File: src/rtl/dtp_pkg.sv
package dtp_pkg;

    typedef enum logic [2:0] {
        ST_BOT_ON = 3'd0,
        ST_GAP_UP = 3'd1,
        ST_TOP_ON = 3'd2,
        ST_GAP_DN = 3'd3,
        ST_SPLIT  = 3'd4
    } pair_state_e;

    localparam int unsigned NUM_OUT = 2;
    localparam int unsigned IDX_TOP = 0;
    localparam int unsigned IDX_BOT = 1;

endpackage

File: src/rtl/dtp_ref_select.sv
module dtp_ref_select (
    input  logic ref_a_i,
    input  logic ref_b_i,
    input  logic corr_src_i,
    input  logic corr_sw_i,
    input  logic corr_cs_i,
    output logic ref_sel_o
);

    logic pick_b;

    always_comb begin
        pick_b    = corr_src_i ? corr_cs_i : corr_sw_i;
        ref_sel_o = pick_b ? ref_b_i : ref_a_i;
    end

endmodule

File: src/rtl/dtp_dead_fsm.sv
module dtp_dead_fsm
    import dtp_pkg::*;
#(
    parameter int unsigned DT_W = 8
) (
    input  logic            clk,
    input  logic            rst_n,
    input  logic            ref_i,
    input  logic            split_a_i,
    input  logic            split_b_i,
    input  logic            indep_i,
    input  logic [DT_W-1:0] dead_i,
    output logic            act_top_o,
    output logic            act_bot_o
);

    localparam logic [DT_W-1:0] CNT_ONE = DT_W'(1);

    pair_state_e     st_q, st_n;
    logic [DT_W-1:0] cnt_q, cnt_n;
    logic            split_a_q, split_b_q;
    logic            dead_zero;

    assign dead_zero = (dead_i == '0);

    // state register
    always_ff @(posedge clk or negedge rst_n) begin
        if (!rst_n) begin
            st_q      <= ST_GAP_DN;
            cnt_q     <= '0;
            split_a_q <= 1'b0;
            split_b_q <= 1'b0;
        end else begin
            st_q      <= st_n;
            cnt_q     <= cnt_n;
            split_a_q <= split_a_i;
            split_b_q <= split_b_i;
        end
    end

    // next state
    always_comb begin
        st_n  = st_q;
        cnt_n = cnt_q;
        if (indep_i) begin
            st_n = ST_SPLIT;
        end else begin
            unique case (st_q)
                ST_TOP_ON: begin
                    if (!ref_i) begin
                        if (dead_zero) begin
                            st_n = ST_BOT_ON;
                        end else begin
                            st_n  = ST_GAP_DN;
                            cnt_n = CNT_ONE;
                        end
                    end
                end
                ST_BOT_ON: begin
                    if (ref_i) begin
                        if (dead_zero) begin
                            st_n = ST_TOP_ON;
                        end else begin
                            st_n  = ST_GAP_UP;
                            cnt_n = CNT_ONE;
                        end
                    end
                end
                ST_GAP_UP: begin
                    if (!ref_i) begin
                        if (dead_zero) begin
                            st_n = ST_BOT_ON;
                        end else begin
                            st_n  = ST_GAP_DN;
                            cnt_n = CNT_ONE;
                        end
                    end else if (cnt_q >= dead_i) begin
                        st_n = ST_TOP_ON;
                    end else begin
                        cnt_n = cnt_q + CNT_ONE;
                    end
                end
                ST_GAP_DN: begin
                    if (ref_i) begin
                        if (dead_zero) begin
                            st_n = ST_TOP_ON;
                        end else begin
                            st_n  = ST_GAP_UP;
                            cnt_n = CNT_ONE;
                        end
                    end else if (cnt_q >= dead_i) begin
                        st_n = ST_BOT_ON;
                    end else begin
                        cnt_n = cnt_q + CNT_ONE;
                    end
                end
                ST_SPLIT: begin
                    cnt_n = CNT_ONE;
                    if (ref_i) begin
                        st_n = dead_zero ? ST_TOP_ON : ST_GAP_UP;
                    end else begin
                        st_n = dead_zero ? ST_BOT_ON : ST_GAP_DN;
                    end
                end
                default: begin
                    st_n  = ST_GAP_DN;
                    cnt_n = '0;
                end
            endcase
        end
    end

    // outputs
    always_comb begin
        act_top_o = 1'b0;
        act_bot_o = 1'b0;
        unique case (st_q)
            ST_TOP_ON: act_top_o = 1'b1;
            ST_BOT_ON: act_bot_o = 1'b1;
            ST_SPLIT: begin
                act_top_o = split_a_q;
                act_bot_o = split_b_q;
            end
            default: begin
                act_top_o = 1'b0;
                act_bot_o = 1'b0;
            end
        endcase
    end

endmodule

File: src/rtl/dtp_polarity.sv
module dtp_polarity #(
    parameter int unsigned N = 2
) (
    input  logic [N-1:0] act_i,
    input  logic [N-1:0] pol_i,
    output logic [N-1:0] drv_o
);

    for (genvar g = 0; g < N; g++) begin : g_pol
        assign drv_o[g] = act_i[g] ^ pol_i[g];
    end

endmodule

File: src/rtl/dtp_pair_top.sv
module dtp_pair_top
    import dtp_pkg::*;
#(
    parameter int unsigned DT_W = 8
) (
    input  logic            clk,
    input  logic            rst_n,
    input  logic            ref_a_i,
    input  logic            ref_b_i,
    input  logic [DT_W-1:0] dead_i,
    input  logic            indep_i,
    input  logic            pol_top_i,
    input  logic            pol_bot_i,
    input  logic            corr_src_i,
    input  logic            corr_sw_i,
    input  logic            corr_cs_i,
    output logic            top_o,
    output logic            bot_o
);

    logic               ref_sel;
    logic               act_top, act_bot;
    logic [NUM_OUT-1:0] act_vec, pol_vec, drv_vec;

    dtp_ref_select u_sel (
        .ref_a_i    (ref_a_i),
        .ref_b_i    (ref_b_i),
        .corr_src_i (corr_src_i),
        .corr_sw_i  (corr_sw_i),
        .corr_cs_i  (corr_cs_i),
        .ref_sel_o  (ref_sel)
    );

    dtp_dead_fsm #(.DT_W(DT_W)) u_fsm (
        .clk       (clk),
        .rst_n     (rst_n),
        .ref_i     (ref_sel),
        .split_a_i (ref_a_i),
        .split_b_i (ref_b_i),
        .indep_i   (indep_i),
        .dead_i    (dead_i),
        .act_top_o (act_top),
        .act_bot_o (act_bot)
    );

    always_comb begin
        act_vec[IDX_TOP] = act_top;
        act_vec[IDX_BOT] = act_bot;
        pol_vec[IDX_TOP] = pol_top_i;
        pol_vec[IDX_BOT] = pol_bot_i;
    end

    dtp_polarity #(.N(NUM_OUT)) u_pol (
        .act_i (act_vec),
        .pol_i (pol_vec),
        .drv_o (drv_vec)
    );

    assign top_o = drv_vec[IDX_TOP];
    assign bot_o = drv_vec[IDX_BOT];

endmodule

File: config.mk
export PLATFORM = sky130hd
export DESIGN_NAME = dtp_pair_top
export DESIGN_NICKNAME = d
export VERILOG_FILES = /design/src/rtl/dtp_pkg.sv /design/src/rtl/dtp_ref_select.sv /design/src/rtl/dtp_dead_fsm.sv /design/src/rtl/dtp_polarity.sv /design/src/rtl/dtp_pair_top.sv
export SDC_FILE = /design/constraint.sdc
export NUM_CORES = 1
export LEC_CHECK = 0
export ABC_CLOCK_PERIOD_IN_PS = 5300
export BUFFER_PORTS_ARGS = -buffer_cell sky130_fd_sc_hd__buf_4
export CAP_MARGIN = 20
export CORE_MARGIN = 2
export CORE_UTILIZATION = 56
export DETAILED_ROUTE_END_ITERATION = 12
export PLACE_DENSITY = 0.8
export SLEW_MARGIN = 10
export SYNTH_ARGS = -nofsm -noshare
export SYNTH_HDL_FRONTEND = slang
export SYNTH_HIERARCHICAL = 1
export SYNTH_SLANG_ARGS = --single-unit
File: constraint.sdc
create_clock -name clk -period 5.3 [get_ports clk]
set_input_delay 0.795 -clock clk [delete_from_list [all_inputs] [get_ports clk]]
set_output_delay 0.795 -clock clk [all_outputs]
set_load 0.01 [all_outputs]
==> results of run 1 <==
## power by group through the flow
| stage | Sequential (mW) | Combinational (mW) | Clock, mW |
|---|---|---|---|
| finish | 0.134 | 0.123 | 0.0618 |
| floorplan | 0.124 | 0.0965 | 0 |
| CTS | 0.134 | 0.123 | 0.0644 |
| detailed placement | 0.136 | 0.122 | 0 |
| global placement | 0.136 | 0.117 | 0 |
| global route | 0.138 | 0.137 | 0.0686 |
## how the worst max path moves through the flow
stage	startpoint	endpoint	slack (ns)
final	corr_src_i	u_fsm/cnt_q[5]	2.75
after floorplan	corr_src_i	u_fsm/cnt_q[5]	2.63
after global routing	corr_src_i	u_fsm/cnt_q[1]	2.66
after global placement	corr_src_i	u_fsm/cnt_q[5]	2.53
after detailed placement	corr_src_i	u_fsm/cnt_q[5]	2.48
after CTS	corr_src_i	u_fsm/cnt_q[5]	2.77
## flip-flops by register name, summed over array words and instances (netlist names)
name	cells
u_fsm/cnt_q	8
u_fsm/st_q	3
u_fsm/split_a_q	1
u_fsm/split_b_q	1
## cell usage after synthesis (all sizes together) (2+ instances only)
cell type and count:
dfrtp 11, inv 17, o21a 2, o22a 3, clkbuf 6, nand2b 10
a2bb2oi 2, nor2 6, xnor2 2, and2 2, a21oi 7, nand3 4
nand2 10, buf 2, a21boi 3, xor2 3, dfstp 2, o21ai 5
or3 2, nor4 3, o211ai 3, o31a 2, o2bb2ai 2, ha 13
nor3 3, o22ai 4
## cell usage in the layout (no fill, tap or decap), drive strengths merged, types with 2 or more instances in the layout
master,n
o21ai,5
xnor2,2
a2bb2oi,2
o21a,2
o31a,2
nor2,6
inv,17
a21boi,3
nand2b,10
o2bb2ai,2
a21oi,7
or3,2
dfstp,2
o22ai,4
nor3,3
nor4,3
nand3,4
and2,2
dfrtp,11
clkbuf,4
ha,13
nand2,10
buf,19
xor2,3
o22a,3
o211ai,3
## worst register-to-register path, cell delays in order, from the launching register on
cell,delay (ns)
dfrtp_1,0.42
inv_1,0.10
ha_1,0.26
nand2b_1,0.16
a2111oi_2,0.46
o21ai_2,0.29
o41a_1,0.45
a31oi_1,0.14
## logic make-up after synthesis
group           count (synthesis)
compound gates                 44
xor+xnor                        5
fa+ha+maj                      13
buf+inv                        25
flops                          13
mux                             2
simple gates                   44
## layout make-up
cell class | instances | area [um2] | area share, %
flip-flops and latches | 13 | 328 | 23.7
clock buffers | 4 | 26.3 | 1.90
well taps | 27 | 33.8 | 2.45
inverters | 17 | 63.8 | 4.62
repair buffers | 19 | 143 | 10.3
multi-input cells | 108 | 787 | 57.0
## metrics by stage
stage,cells,worst slack [ns]
finish,188,2.75
global route,188,2.66
CTS,188,2.77
detailed placement,184,2.48
global placement,184,2.53
floorplan,146,2.63
## layer usage
metal | wire length, um | GRT usage (%) | vias to the layer above
met5 | 0 | 0 | -
met1 | 1250 | 35.8 | 522
met4 | 27 | 9.46 | 0
met2 | 1280 | 36.4 | 44
met3 | 178 | 2.98 | 4
li1 | - | - | 561
==> flow_metrics.env, run 1 <==
export IMPL_status="finished clean"
export IMPL_holdWs_ns=0.343
export IMPL_cts_sinks=13
export IMPL_regToRegStartpoint="u_fsm/cnt_q[0]"
export IMPL_die_area_um2=2560
export IMPL_switching_share_pct=37.0
export IMPL_design_area_um2=1380
export IMPL_numCtsBuffers=3
export IMPL_syn_area_per_cell_um2=8.31
export IMPL_grt_max_degree=17
export IMPL_maxCapViolations=0
export IMPL_ctsRootBufferMaster="clkbuf_4"
export IMPL_synth_area_leaders="dfrtp_1 (23%), ha_1 (13%), inv_1 (5.3%)"
export IMPL_seq_area_frac_synth_pct=27.0
export IMPL_synth_xor_area_share_pct=3.61
export IMPL_synthAdderAreaFrac_pct=13.4
export IMPL_rrSetupSlack_ns=2.96
export IMPL_worstSetupPathType="input port to flip-flop"
export IMPL_synth_top_family_by_area="compound AO/OA/AOI/OAI gates"
export IMPL_antenna_found_initial=0
export IMPL_dpl_cell_area_um2=1360
export IMPL_drive_above_1_share_pct=16.8
export IMPL_synth_edf_count=0
export IMPL_powerDensity_nw_per_um2=231
export IMPL_setup_tns_ns=0
export IMPL_final_util_pct=69.0
export IMPL_first_pass_iters=4
export IMPL_cp_slowest_cell="or3_1"
export IMPL_p_int_mw=0.201
export IMPL_via_per_inst=6.02
export IMPL_maxSlewViolCount=0
export IMPL_pwr_share_comb_pct=38.5
export IMPL_async_flop_share_pct=100
export IMPL_crit_required_ns=5.50
export IMPL_rr_worst_depth=7
export IMPL_tightest_slew_ns=0.637
export IMPL_ctsHoldBuffers=0
export IMPL_synth_cells=146
export IMPL_die_w_um=50.6
export IMPL_pin_count=20
export IMPL_grt_usage_pct=24.4
export IMPL_insertedDiodeCount=0
export IMPL_critPathTopFamily="multiplexers"
export IMPL_setup_violations=0
export IMPL_grt_pass1_wl_um=4790
export IMPL_wire_per_inst_um=14.6
export IMPL_synth_seq_cells=13
export IMPL_fin_crit_ns=2.55
export IMPL_p_clk_share_pct=19.4
export IMPL_power_total_mw=0.319
export IMPL_cts_buffer_depth=2
export IMPL_fillerInstances=178
export IMPL_rows=16
export IMPL_cp_cell_sequence="buf_4, mux2i_1, mux2_1, xnor2_1, or3_1, o41a_1, a31oi_1"
export IMPL_gp_congestion=0.829
export IMPL_initial_utilization_pct=60.6
export IMPL_place_hpwl_um=2100
export IMPL_maxSlewHeadroom_pct=57.5
export IMPL_final_hold_viol_count=0
export IMPL_htreeDepth=1
export IMPL_yosysUniqueCellTypes=45
export IMPL_p_leak_nw=0.595
export IMPL_max_freq_mhz=392
export IMPL_yosysWarnings=6
export IMPL_ant_nets=0
export IMPL_cts_resized_gates=0
export IMPL_grt_pass1_vias=1029
export IMPL_clk_pin_slew_ns=0.08
export IMPL_cp_max_fo=8
export IMPL_cpPeakStageDelay_ns=0.48
export IMPL_arrival_ns=2.76
export IMPL_startpoint_type="input port"
export IMPL_postCtsSetupBuffers=0
export IMPL_vias=1131
export IMPL_synthFlopType="dfrtp_1"
export IMPL_dieHeight_um=50.6
export IMPL_ir_drop_uv=173
export IMPL_critical_path_buf_inv_count=1
export IMPL_nNetsFinal=193
export IMPL_gr_total_overflow=0
export IMPL_synth_simple_area_share_pct=19.1
export IMPL_path_depth=7
export IMPL_endpoint_kind="flip-flop"
export IMPL_remaining_drc_errors=0
export IMPL_synth_top_cell_area_share_pct=22.7
export IMPL_rsz0062_at_grt="false"
export IMPL_hp_class="input port to asynchronous set/reset pin"
export IMPL_drtIter0Drc=49
export IMPL_syn_area_um2=1210
export IMPL_seq_power_share_pct=42.1
export IMPL_port_buffers=19
export IMPL_area_delta_synth_final_pct=13.8
export IMPL_syn_nets=177
export IMPL_coreArea_um2=2000
export IMPL_synthMuxAreaShare_pct=1.75
export IMPL_drt_wl_total_um=2740
export IMPL_cts_tree="yes"
export IMPL_period_share_pct=48.2
export IMPL_synth_compound_area_share_pct=27.0
export IMPL_r2r_end="u_fsm/cnt_q[5]"
export IMPL_p_sw_mw=0.118
export IMPL_synth_top_cell_by_area="dfrtp_1"
export IMPL_skew_ns=0.00674
export IMPL_clock_latency_ns=0.28
Note: power is estimated with default switching activity, not from simulation.
==> run 2: changes to the inputs <==
--- a/config.mk
+++ b/config.mk
@@ -5,7 +5,7 @@
 export SDC_FILE = /design/constraint.sdc
 export NUM_CORES = 1
 export LEC_CHECK = 0
-export ABC_CLOCK_PERIOD_IN_PS = 5300
+export ABC_CLOCK_PERIOD_IN_PS = 2350
 export BUFFER_PORTS_ARGS = -buffer_cell sky130_fd_sc_hd__buf_4
 export CAP_MARGIN = 20
 export CORE_MARGIN = 2
==> constraint.sdc (replaced) <==
create_clock -name clk -period 2.35 [get_ports clk]
set_input_delay 0.3525 -clock clk [delete_from_list [all_inputs] [get_ports clk]]
set_output_delay 0.3525 -clock clk [all_outputs]
set_load 0.01 [all_outputs]
==> flow_metrics.env, run 2 (synthesis gave the netlist of run 1 again) <==
export IMPL_endpoint_kind="flip-flop"
export IMPL_skew_ns=0.00499
export IMPL_regMostFlops="u_fsm/cnt_q"
export IMPL_holdWs_ns=0.203
export IMPL_layout_commonest_cell="buf_4"
export IMPL_via_per_inst=5.89
export IMPL_cp_slowest_cell="a2111oi_2"
export IMPL_place_hpwl_um=2130
export IMPL_dp_cells=188
export IMPL_power_total_mw=0.731
export IMPL_critPathTopFamily="compound AO/OA/AOI/OAI gates"
export IMPL_antenna_found_initial=0
export IMPL_p_leak_nw=0.619
export IMPL_clock_latency_ns=0.27
export IMPL_cp_max_fo=12
export IMPL_startpoint_type="flip-flop"
export IMPL_htreeDepth=1
export IMPL_port_buffers=19
export IMPL_pwr_share_comb_pct=41.5
export IMPL_grt_max_degree=15
export IMPL_remaining_drc_errors=0
export IMPL_area_delta_synth_final_pct=17.1
export IMPL_grt_usage_pct=23.2
export IMPL_arrival_ns=2.37
export IMPL_tightest_slew_ns=0.486
export IMPL_setup_violations=0
export IMPL_seq_power_share_pct=40.7
export IMPL_p_int_mw=0.468
export IMPL_cts_buffer_depth=2
export IMPL_clk_pin_slew_ns=0.07
export IMPL_maxCapViolations=0
export IMPL_cts_resized_gates=0
export IMPL_maxSlewViolCount=0
export IMPL_critical_path_buf_inv_count=1
export IMPL_rsz0062_at_grt="false"
export IMPL_ir_drop_uv=509
export IMPL_setup_tns_ns=0
export IMPL_numCtsBuffers=3
export IMPL_first_pass_iters=4
export IMPL_gp_congestion=0.917
export IMPL_hp_class="input port to flip-flop"
export IMPL_drive_above_1_share_pct=18.7
export IMPL_wire_per_inst_um=13.9
export IMPL_drtIter0Drc=33
export IMPL_drt_wl_total_um=2680
export IMPL_period_share_pct=93.8
export IMPL_maxSlewHeadroom_pct=67.6
export IMPL_vias=1137
export IMPL_gr_total_overflow=0
export IMPL_insertedDiodeCount=0
export IMPL_cts_tree="yes"
export IMPL_status="finished clean"
export IMPL_grt_pass1_wl_um=4550
export IMPL_postCtsSetupBuffers=0
export IMPL_reg_largest_list="u_fsm/cnt_q x8, u_fsm/st_q x3"
export IMPL_ant_nets=0
export IMPL_cts_sinks=13
export IMPL_pin_count=20
export IMPL_largest_register_ffs=8
export IMPL_coreArea_um2=2000
export IMPL_p_clk_share_pct=17.8
export IMPL_crit_required_ns=2.52
export IMPL_cpPeakStageDelay_ns=0.45
export IMPL_dieHeight_um=50.6
export IMPL_powerDensity_nw_per_um2=514
export IMPL_finalNonFillerCells=193
export IMPL_nNetsFinal=198
export IMPL_die_area_um2=2560
export IMPL_final_cell_mix="buf_4 (23), inv_1 (17), ha_1 (13)"
export IMPL_fillerInstances=169
export IMPL_p_sw_mw=0.263
export IMPL_worstSetupPathType="flip-flop to flip-flop"
export IMPL_rows=16
export IMPL_max_freq_mhz=454
export IMPL_die_w_um=50.6
export IMPL_cp_cell_sequence="inv_1, ha_1, nand2b_1, a2111oi_2, o21ai_2, o311a_1, o22ai_1"
export IMPL_initial_utilization_pct=60.6
export IMPL_grt_pass1_vias=1030
export IMPL_fin_crit_ns=2.20
export IMPL_switching_share_pct=36.0
export IMPL_final_hold_viol_count=0
export IMPL_ctsRootBufferMaster="clkbuf_4"
## run 2: changes by cell type in the layout (fill, tap and decap cells not counted)
cell,delta
buf_4,+4
dlygate4sd3_1,+1
## run 2: routing by layer
metal	up-vias	track usage [%]	wire length, um
li1	566	-	-
met1	536	31.9	1230
met2	33	37.9	1270
met3	2	4.17	172
met4	0	5.41	13
met5	-	0	0
## run 2: power by group through the flow
stage               Sequential, mW  Combinational [mW]  Clock [mW]
finish                       0.298               0.303       0.130
global route                 0.307               0.339       0.150
CTS                          0.297               0.300       0.135
detailed placement           0.301               0.297           0
global placement             0.300               0.289           0
floorplan                    0.279               0.218           0
## run 2: per-stage QoR
step	util [%]	area [um2]	worst slack [ns]
after floorplan	-	1210	0.121
after global placement	69.2	1390	0.126
after detailed placement	69.2	1390	0.110
after CTS	71.0	1420	0.156
after global routing	71.0	1420	0.0194
final	71.0	1420	0.146
## run 2: path summary, 6_finish.rpt
check / depth (start not counted) / slack [ns] / end / startpoint
worst min register to register: 1 / 0.55 / u_fsm/cnt_q[5] / u_fsm/cnt_q[5]
max in group asynchronous: 2 / 1.66 / u_fsm/st_q[1] / rst_n
worst max-delay path: 7 / 0.15 / u_fsm/cnt_q[0] / u_fsm/cnt_q[0]
worst min-delay path: 1 / 0.20 / u_fsm/split_b_q / ref_b_i
worst max register to register: 7 / 0.15 / u_fsm/cnt_q[0] / u_fsm/cnt_q[0]
min in group asynchronous: 2 / 0.46 / u_fsm/cnt_q[4] / rst_n
## run 2: layout make-up
cell class / count / area [um2] / area share (%)
repair buffers: 24 / 183 / 12.9
well taps: 27 / 33.8 / 2.38
inverters: 17 / 63.8 / 4.49
clock buffers: 4 / 26.3 / 1.85
flip-flops and latches: 13 / 328 / 23.1
multi-input cells: 108 / 787 / 55.4
## run 2: timing repair
| item | in CTS | in global routing |
|---|---|---|
| endpoints found under the hold margin | 11 | 0 |
| endpoints found under the setup margin | 0 | 1 |
| hold buffers | 1 | 0 |
==> run 3: changes to the inputs <==
--- a/config.mk
+++ b/config.mk
@@ -10,8 +10,11 @@
 export CAP_MARGIN = 20
 export CORE_MARGIN = 2
 export CORE_UTILIZATION = 56
+export CTS_BUF_LIST = sky130_fd_sc_hd__clkbuf_16
 export DETAILED_ROUTE_END_ITERATION = 12
+export GPL_ROUTABILITY_DRIVEN = 0
 export PLACE_DENSITY = 0.8
+export SKIP_CTS_REPAIR_TIMING = 1
 export SLEW_MARGIN = 10
 export SYNTH_ARGS = -nofsm -noshare
 export SYNTH_HDL_FRONTEND = slang
==> flow_metrics.env, run 3 (synthesis gave the netlist of run 1 again) <==
export IMPL_status="finished clean"
export IMPL_first_pass_iters=4
export IMPL_nNetsFinal=198
export IMPL_coreArea_um2=2000
export IMPL_cts_buffer_depth=2
export IMPL_critical_path_buf_inv_count=1
export IMPL_cp_slowest_cell="o41a_1"
export IMPL_grt_pass1_vias=1064
export IMPL_die_area_um2=2560
export IMPL_antenna_found_initial=0
export IMPL_grt_max_degree=15
export IMPL_holdWs_ns=0.229
export IMPL_multiInputGateArea_um2=787
export IMPL_cts_tree="yes"
export IMPL_maxSlewHeadroom_pct=66.9
export IMPL_ctsRootBufferMaster="clkbuf_16"
export IMPL_via_per_inst=5.99
export IMPL_cpPeakStageDelay_ns=0.46
export IMPL_clk_pin_slew_ns=0.04
export IMPL_drtIter0Drc=30
export IMPL_crit_required_ns=2.51
export IMPL_initial_utilization_pct=60.6
export IMPL_vias=1156
export IMPL_drive_above_1_share_pct=18.7
export IMPL_design_area_um2=1470
export IMPL_drt_wl_total_um=2860
export IMPL_setup_tns_ns=0
export IMPL_rsz0062_at_grt="false"
export IMPL_numCtsBuffers=3
export IMPL_period_share_pct=93.4
export IMPL_clock_latency_ns=0.24
export IMPL_cp_cell_sequence="inv_1, ha_1, nand2b_1, a2111oi_2, o21ai_2, o41a_1, a31oi_1"
export IMPL_finalNonFillerCells=193
export IMPL_grt_usage_pct=25.5
export IMPL_p_leak_nw=0.647
export IMPL_endpoint_kind="flip-flop"
export IMPL_maxCapViolations=0
export IMPL_layout_commonest_cell="buf_4"
export IMPL_rows=16
export IMPL_area_delta_synth_final_pct=21.4
export IMPL_setup_slack_ns=0.155
export IMPL_fin_crit_ns=2.20
export IMPL_insertedDiodeCount=0
export IMPL_hp_class="input port to flip-flop"
export IMPL_largest_register_ffs=8
export IMPL_grt_pass1_wl_um=4890
export IMPL_die_w_um=50.6
export IMPL_worstSetupPathType="flip-flop to flip-flop"
export IMPL_final_cell_mix="buf_4 (23), inv_1 (18), ha_1 (13)"
export IMPL_max_freq_mhz=456
export IMPL_ant_nets=0
export IMPL_maxSlewViolCount=0
export IMPL_final_hold_viol_count=0
export IMPL_pin_count=20
export IMPL_wire_per_inst_um=14.8
export IMPL_cp_max_fo=12
export IMPL_fillerInstances=155
export IMPL_critPathTopFamily="compound AO/OA/AOI/OAI gates"
export IMPL_ir_drop_uv=646
export IMPL_dp_cells=188
export IMPL_place_ws_ns=0.110
export IMPL_remaining_drc_errors=0
export IMPL_arrival_ns=2.36
export IMPL_gr_total_overflow=0
export IMPL_powerDensity_nw_per_um2=620
export IMPL_port_buffers=19
export IMPL_htreeDepth=1
export IMPL_dpl_cell_area_um2=1390
export IMPL_startpoint_type="flip-flop"
export IMPL_place_hpwl_um=2130
export IMPL_tightest_slew_ns=0.497
export IMPL_cts_sinks=13
export IMPL_dieHeight_um=50.6
export IMPL_seqCellArea_um2=328
export IMPL_reg_largest_list="u_fsm/cnt_q x8, u_fsm/st_q x3"
export IMPL_regMostFlops="u_fsm/cnt_q"
export IMPL_setup_violations=0
export IMPL_skew_ns=0.00309
==> run 3: cell type report <==
cell class | instances | share of cell area [%]
inverter | 17 | 4.33
sequential | 13 | 22.2
clock buffer | 3 | 5.09
clock inverter | 1 | 0.255
multi-input combinational | 108 | 53.4
tap | 27 | 2.29
timing repair buffer | 24 | 12.4
==> run 3: final timing paths <==
check	from	end	slack, ns	cells after the start
setup / recovery	u_fsm/cnt_q[0]	u_fsm/cnt_q[5]	0.15	7
hold / removal	ref_b_i	u_fsm/split_b_q	0.23	1
setup reg to reg	u_fsm/cnt_q[0]	u_fsm/cnt_q[5]	0.15	7
hold reg to reg	u_fsm/cnt_q[7]	u_fsm/cnt_q[7]	0.55	1
max in group asynchronous	rst_n	u_fsm/st_q[0]	1.63	2
min in group asynchronous	rst_n	u_fsm/cnt_q[4]	0.49	2
==> run 3: per-stage QoR <==
step                utilization [%]  total power [mW]
global placement               69.2             0.589
CTS                            73.1             0.913
detailed placement             69.2             0.597
global route                   73.6             0.977
floorplan                         -             0.496
finish                         73.6             0.914
==> run 3: where the power goes <==
| part | switching [mW] | internal [mW] | total (mW) |
|---|---|---|---|
| Combinational | 0.158 | 0.148 | 0.306 |
| Sequential | 0.0448 | 0.255 | 0.300 |
| Clock | 0.0845 | 0.223 | 0.308 |
| Total | 0.287 | 0.627 | 0.914 |
==> run 3: worst register-to-register path: cells and delay by family, from the launching register on <==
family / cells / cell delay, ns
AOI/OAI and AO/OA: 4 / 1.28
adders and majority gates: 1 / 0.23
buffers and inverters: 1 / 0.10
DFF: 1 / 0.37
and+or+nand+nor: 1 / 0.15
==> run 3: routing by layer <==
metal / up-vias / GRT usage, % / share of wire, %
met4: 0 / 5.41 / 0.73
met1: 542 / 33.8 / 45
li1: 567 / - / -
met2: 43 / 42.8 / 48
met5: - / 0 / 0
met3: 4 / 5.65 / 6.0
